## src/rtl/adc_seq_pkg.sv

```systemverilog
// Shared types for the ADC trigger/ready controller.
// Assumes a 3-bit mode code; unlisted codes decode as disabled.
package adc_seq_pkg;

    typedef enum logic [1:0] {
        SRC_NONE  = 2'd0,
        SRC_SW    = 2'd1,
        SRC_PACER = 2'd2,
        SRC_EXT   = 2'd3
    } trig_src_e;

    typedef struct packed {
        trig_src_e src;
        logic      irq_en;
    } mode_cfg_t;

    // Turns a raw mode code into a source selection and an interrupt enable.
    function automatic mode_cfg_t decode_mode(input logic [2:0] code);
        mode_cfg_t c;
        c.src    = SRC_NONE;
        c.irq_en = 1'b0;
        case (code)
            3'd1: c.src = SRC_SW;
            3'd2: begin c.src = SRC_PACER; c.irq_en = 1'b1; end
            3'd3: c.src = SRC_PACER;
            3'd4: begin c.src = SRC_EXT;   c.irq_en = 1'b1; end
            3'd5: c.src = SRC_EXT;
            default: ;
        endcase
        return c;
    endfunction

endpackage

```

## src/rtl/adc_edge_sync.sv

```systemverilog
// Synchronizes an asynchronous level and flags its rising edge.
// Assumes STAGES >= 2; the flag is a one-cycle pulse in the clk domain.
module adc_edge_sync #(
    parameter int STAGES = 2
) (
    input  logic clk,
    input  logic rst_n,
    input  logic async_in,
    output logic rise
);
    logic [STAGES:0] sh_q;

    // Shifts the input through the synchronizer plus one history flop.
    always_ff @(posedge clk) begin
        if (!rst_n) sh_q <= '0;
        else        sh_q <= {sh_q[STAGES-1:0], async_in};
    end

    assign rise = sh_q[STAGES-1] & ~sh_q[STAGES];
endmodule

```

## src/rtl/adc_trig_gate.sv

```systemverilog
// Picks the selected start source, drops requests while busy, and
// issues a one-cycle start pulse. Busy ends on the converter's done strobe.
module adc_trig_gate
    import adc_seq_pkg::*;
(
    input  logic      clk,
    input  logic      rst_n,
    input  mode_cfg_t cfg,
    input  logic      sw_req,
    input  logic      pacer_req,
    input  logic      ext_req,
    input  logic      conv_done,
    output logic      conv_start,
    output logic      busy
);
    logic sel_req;
    logic fire;
    logic start_q;
    logic busy_q;

    // Routes only the request of the selected source.
    always_comb begin
        case (cfg.src)
            SRC_SW:    sel_req = sw_req;
            SRC_PACER: sel_req = pacer_req;
            SRC_EXT:   sel_req = ext_req;
            default:   sel_req = 1'b0;
        endcase
    end

    assign fire = sel_req & ~busy_q;

    // Registers the start pulse and tracks the running conversion.
    always_ff @(posedge clk) begin
        if (!rst_n) begin
            start_q <= 1'b0;
            busy_q  <= 1'b0;
        end else begin
            start_q <= fire;
            busy_q  <= busy_q ? ~conv_done : fire;
        end
    end

    assign conv_start = start_q;
    assign busy       = busy_q;

    p_start_single_r5: assert property (@(posedge clk) disable iff (!rst_n)
        start_q |=> !start_q);
    p_start_busy_r5: assert property (@(posedge clk) disable iff (!rst_n)
        start_q |-> busy_q);
    p_off_no_start_r2: assert property (@(posedge clk) disable iff (!rst_n)
        (cfg.src == SRC_NONE) |=> !start_q);
endmodule

```

## src/rtl/adc_result_reg.sv

```systemverilog
// Holds the latest result, the active-low ready flag and the interrupt.
// Assumes a completion counts only while a conversion is running.
module adc_result_reg #(
    parameter int RES_W  = 12,
    parameter int DATA_W = 8
) (
    input  logic              clk,
    input  logic              rst_n,
    input  logic              irq_en,
    input  logic              busy,
    input  logic              conv_done,
    input  logic [RES_W-1:0]  conv_result,
    input  logic              rd_lo,
    output logic [DATA_W-1:0] data_lo,
    output logic [DATA_W-1:0] data_hi,
    output logic              irq
);
    localparam int HI_W  = RES_W - DATA_W;
    localparam int PAD_W = DATA_W - HI_W - 1;

    logic [RES_W-1:0] res_q;
    logic             ready_n_q;
    logic             irq_q;
    logic             capture;

    assign capture = busy & conv_done;

    // Latches a result on completion; a low-byte read consumes it.
    always_ff @(posedge clk) begin
        if (!rst_n) begin
            res_q     <= '0;
            ready_n_q <= 1'b1;
            irq_q     <= 1'b0;
        end else if (capture) begin
            res_q     <= conv_result;
            ready_n_q <= 1'b0;
            irq_q     <= irq_en;
        end else if (rd_lo) begin
            ready_n_q <= 1'b1;
            irq_q     <= 1'b0;
        end
    end

    assign data_lo = res_q[DATA_W-1:0];
    assign data_hi = {{PAD_W{1'b0}}, ready_n_q, res_q[RES_W-1:DATA_W]};
    assign irq     = irq_q;

    p_done_ready_r6: assert property (@(posedge clk) disable iff (!rst_n)
        (busy && conv_done) |=> !ready_n_q);
    p_read_clears_r8: assert property (@(posedge clk) disable iff (!rst_n)
        (rd_lo && !(busy && conv_done)) |=> (ready_n_q && !irq_q));
    p_irq_mode_r9: assert property (@(posedge clk) disable iff (!rst_n)
        $rose(irq_q) |-> $past(irq_en));
    p_idle_done_r6: assert property (@(posedge clk) disable iff (!rst_n)
        (!busy && !rd_lo) |=> $stable(ready_n_q));
endmodule

```

## src/rtl/adc_seq_ctrl.sv

```systemverilog
// Top of the ADC trigger/ready controller: register decode, mode register,
// read mux, and wiring of synchronizer, trigger gate and result register.
// Assumes a byte bus with combinational read data.
module adc_seq_ctrl
    import adc_seq_pkg::*;
#(
    parameter int ADDR_W     = 4,
    parameter int DATA_W     = 8,
    parameter int RES_W      = 12,
    parameter int SYNC_STAGES = 2,
    parameter int OFS_LO     = 4,
    parameter int OFS_HI     = 5,
    parameter int OFS_MODE   = 11,
    parameter int OFS_STROBE = 12
) (
    input  logic              clk,
    input  logic              rst_n,
    input  logic [ADDR_W-1:0] bus_addr,
    input  logic              bus_wr,
    input  logic [DATA_W-1:0] bus_wdata,
    input  logic              bus_rd,
    output logic [DATA_W-1:0] bus_rdata,
    input  logic              pacer_tick,
    input  logic              ext_trig_in,
    output logic              conv_start,
    input  logic              conv_done,
    input  logic [RES_W-1:0]  conv_result,
    output logic              irq
);
    localparam int MODE_W = 3;

    logic [MODE_W-1:0] mode_q;
    mode_cfg_t         cfg;
    logic              sw_req, rd_lo, ext_rise, busy;
    logic [DATA_W-1:0] data_lo, data_hi;

    assign cfg    = decode_mode(mode_q);
    assign sw_req = bus_wr && (bus_addr == ADDR_W'(OFS_STROBE));
    assign rd_lo  = bus_rd && (bus_addr == ADDR_W'(OFS_LO));

    // Loads the mode code from the low bits of a write at the mode offset.
    always_ff @(posedge clk) begin
        if (!rst_n)                                         mode_q <= '0;
        else if (bus_wr && bus_addr == ADDR_W'(OFS_MODE))   mode_q <= bus_wdata[MODE_W-1:0];
    end

    // Selects the readable register for the current offset.
    always_comb begin
        if (bus_addr == ADDR_W'(OFS_LO))        bus_rdata = data_lo;
        else if (bus_addr == ADDR_W'(OFS_HI))   bus_rdata = data_hi;
        else if (bus_addr == ADDR_W'(OFS_MODE)) bus_rdata = {{(DATA_W-MODE_W){1'b0}}, mode_q};
        else                                    bus_rdata = '0;
    end

    adc_edge_sync #(.STAGES(SYNC_STAGES)) u_sync (
        .clk(clk), .rst_n(rst_n), .async_in(ext_trig_in), .rise(ext_rise)
    );

    adc_trig_gate u_gate (
        .clk(clk), .rst_n(rst_n), .cfg(cfg), .sw_req(sw_req),
        .pacer_req(pacer_tick), .ext_req(ext_rise), .conv_done(conv_done),
        .conv_start(conv_start), .busy(busy)
    );

    adc_result_reg #(.RES_W(RES_W), .DATA_W(DATA_W)) u_res (
        .clk(clk), .rst_n(rst_n), .irq_en(cfg.irq_en), .busy(busy),
        .conv_done(conv_done), .conv_result(conv_result), .rd_lo(rd_lo),
        .data_lo(data_lo), .data_hi(data_hi), .irq(irq)
    );

    p_mode_write_r2: assert property (@(posedge clk) disable iff (!rst_n)
        (bus_wr && bus_addr == ADDR_W'(OFS_MODE)) |=> (mode_q == $past(bus_wdata[MODE_W-1:0])));
endmodule

```

## config.mk

```make
export PLATFORM = sky130hd
export DESIGN_NAME = adc_seq_ctrl
export DESIGN_NICKNAME = d
export VERILOG_FILES = /design/src/rtl/adc_seq_pkg.sv /design/src/rtl/adc_edge_sync.sv /design/src/rtl/adc_trig_gate.sv /design/src/rtl/adc_result_reg.sv /design/src/rtl/adc_seq_ctrl.sv
export SDC_FILE = /design/constraint.sdc
export NUM_CORES = 1
export LEC_CHECK = 0
export BUFFER_PORTS_ARGS = -buffer_cell sky130_fd_sc_hd__buf_2
export CAP_MARGIN = 5
export CORE_MARGIN = 2
export CORE_UTILIZATION = 35
export CTS_CLUSTER_DIAMETER = 150
export CTS_CLUSTER_SIZE = 12
export DETAILED_ROUTE_END_ITERATION = 10
export HOLD_SLACK_MARGIN = 0.08
export PLACE_DENSITY = 0.69
export SETUP_SLACK_MARGIN = 0.05
export SYNTH_ARGS = -nofsm -noshare
export SYNTH_HDL_FRONTEND = slang
export SYNTH_HIERARCHICAL = 1
export SYNTH_SLANG_ARGS = --single-unit
```

## constraint.sdc

```tcl
create_clock -name clk -period 1.9 [get_ports clk]
set_clock_uncertainty 0.1 [all_clocks]
set_input_delay 0 -clock clk [delete_from_list [all_inputs] [get_ports clk]]
set_output_delay 0 -clock clk [all_outputs]
set_load 0.01 [all_outputs]
```

==> impl_metrics.json <==
{
  "crit_top_cell": "dlygate4sd3_1",
  "io_pins": 41,
  "setup_violations": 0,
  "cts.clk_slew.worst_paths_ps": 120,
  "netlist_instances": 131,
  "antenna_cells": 0,
  "hold_viol_final": 0,
  "slew_viol_final": 0,
  "cp.arrival_ps": 1860,
  "first_global_vias": 1060,
  "crit_path_end_kind": "flip-flop",
  "clk_latency_ps": 300,
  "rows": 20,
  "outcome": "complete, no violations",
  "placed_cell_area_sq_mm": 0.00131,
  "die_w_um": 61.3,
  "first_iter_violations": 41,
  "drt-total-wl_mm": 2.86,
  "port_buffers": 35,
  "p_comb_frac": 0.152,
  "yosysWarnings": 6,
  "reg2reg_depth": 4,
  "synth_top_area_cell": "dfxtp_1",
  "ys_seq_area_frac": 0.383,
  "grt_setup_unrepaired": "no",
  "cp_data_required_time_ps": 2000,
  "cp_top_family": "buffers and inverters",
  "cts_buffers": 3,
  "instances_no_fill": 247,
  "startpoint_type": "primary input",
  "crit_path_cell_trace": "dlygate4sd3_1 -> buf_2 -> nand2_1 -> dlygate4sd3_1 -> mux2i_1 -> dlygate4sd3_1",
  "synthSimpleGateAreaFrac": 0.294,
  "dieArea_sq_mm": 0.00376,
  "antenna_found_initial": 0,
  "dr.pass1.iters": 4,
  "tns_ps": 0,
  "nNetsFinal": 235,
  "drtAntennaViolNets": 0,
  "hold_slack_ps": 310,
  "htree_levels": 1,
  "fin_util": 0.568,
  "pwr-share-seq": 0.551,
  "initial_core_util": 0.374,
  "clock_sinks": 22,
  "worstHoldPathCells": 5,
  "crit_buf_inv": 4,
  "ir_worst_vdd_v": 0.000236,
  "netlist_top_cells_area": "dfxtp_1 (38%), nand2_1 (12%), a21boi_2 (8.8%), mux2i_1 (7.0%), nor3_2 (3.5%)",
  "grt_max_degree": 17,
  "crit_fanout": 1,
  "synthAdderAreaFrac": 0,
  "post_cts_resized": 0,
  "grt_usage": 0.164,
  "synth-compound-area-share": 0.157,
  "critPathMaxStageDelay_ps": 560,
  "core_sq_mm": 0.00308,
  "die_height_um": 61.3,
  "timing.final.crit_share": 0.925,
  "root_buffer": "clkbuf_4",
  "cts_tree": "built",
  "critPathKind": "in2reg",
  "p_per_area_mw_per_mm2": 488,
  "final_cell_mix": "dlygate4sd3_1 (40), nand2_1 (38), buf_2 (35)",
  "area_delta_synth_final_pct": 52.0,
  "grt_pass1_wl_mm": 4.53,
  "ys_ff_latch": 22,
  "min_period_ps": 1760,
  "slowest_stage": "dlygate4sd3_1",
  "synth_top_family_by_area": "simple AND/OR/NAND/NOR gates",
  "timing.fmax_mhz": 569,
  "synthDistinctLibCells": 33,
  "path_depth": 6,
  "switchingPower_mw": 0.191,
  "power.leakage_nw": 0.704,
  "synthMuxAreaShare": 0.0827,
  "synthXorXnorAreaFrac": 0.00762,
  "final_layout_size_suffix_gt1_frac": 0.291,
  "final_cell_area_sq_mm": 0.00175,
  "vias_per_cell": 4.55,
  "place_inst": 203,
  "clk_path_buf_depth": 2,
  "final_common_cell": "dlygate4sd3_1",
  "post-route-drc-count": 0,
  "overflow": 0,
  "cap_viol_max_count": 0,
  "hold_class": "in2reg",
  "p_sw_frac": 0.224,
  "gp_congestion": 0.733,
  "dpl.hpwl_mm": 1.74,
  "num_vias": 1124,
  "p_int_mw": 0.662,
  "post-cts-setup-buffers": 0,
  "power_frac_clock": 0.297,
  "avgSynthCellArea_sq_um": 8.78,
  "yosys.area.top_type_share": 0.383,
  "routedWlPerCell_um": 11.6,
  "syn_area_sq_mm": 0.00115
}
logic make-up after synthesis:
kind of cell | after synthesis
other cells | 1
xor+xnor | 1
compound gates | 22
simple gates | 65
mux | 9
flops | 22
buf+inv | 11
layer usage:
metal	vias up	GRT usage	wire [um]	share of wire
met5	-	0	0	0
met4	0	0.0776	79	0.028
met3	8	0.0231	159	0.056
met2	38	0.281	1410	0.49
met1	512	0.201	1210	0.42
li1	566	-	-	-
final timing paths:
path | startpoint | slack (ps) | end
setup / recovery | bus_wdata[0] | 140 | mode_q[0]
hold / removal | bus_addr[3] | 310 | u_res/irq
setup reg to reg | u_gate/busy | 220 | u_res/res_q[7]
hold reg to reg | u_sync/sh_q[0] | 350 | u_sync/sh_q[1]
cell usage after synthesis, drive strengths merged:
library cell	n
a21boi	13
a21oi	5
and2	4
and3	1
and3b	1
and4b	1
buf	8
clkbuf	1
conb	1
dfxtp	22
inv	2
mux2	1
mux2i	8
nand2	39
nand3b	1
nor2	8
nor2b	2
nor3	4
nor3b	2
nor4b	1
o21ai	4
or3b	1
xor2	1
cell type report:
cell class	instances	area, sq um
inverters	2	7.51
flip-flops and latches	22	440
clock buffers	4	36.3
repair buffers	75	576
multi-input cells	100	633
well taps	44	55.1
fillers	277	1330
sequential cells by signal, summed over array words and instances (netlist names):
signal	cells
u_gate/busy	1
u_res/ready_n_q	1
u_sync/sh_q	3
u_res/res_q	12
u_res/irq	1
mode_q	3
u_gate/conv_start	1
what timing repair did:
action / in CTS / in global routing
hold endpoints to repair: 22 / 0
hold buffers: 41 / 0
setup endpoints to repair: 0 / 1
power by group through the flow:
stage	registers, mW	logic (mW)	clock network, mW
4_1_cts	0.471	0.129	0.262
6_report	0.470	0.130	0.253
5_1_grt	0.471	0.142	0.274
3_5_place_dp	0.481	0.0854	0
3_3_place_gp	0.481	0.0837	0
2_1_floorplan	0.480	0.0517	0
worst register-to-register path: stages, from the launching register on:
cell	delay (ps)
dfxtp_1	440
and2_4	280
nand2_1	90
dlygate4sd3_1	570
a21boi_0	140
stage by stage:
step	total power, mW	setup slack (ps)
6_report	0.853	142
5_1_grt	0.887	85.2
2_1_floorplan	0.532	577
4_1_cts	0.861	168
3_5_place_dp	0.566	477
3_3_place_gp	0.564	512
Note: power is estimated with default switching activity, not from simulation.
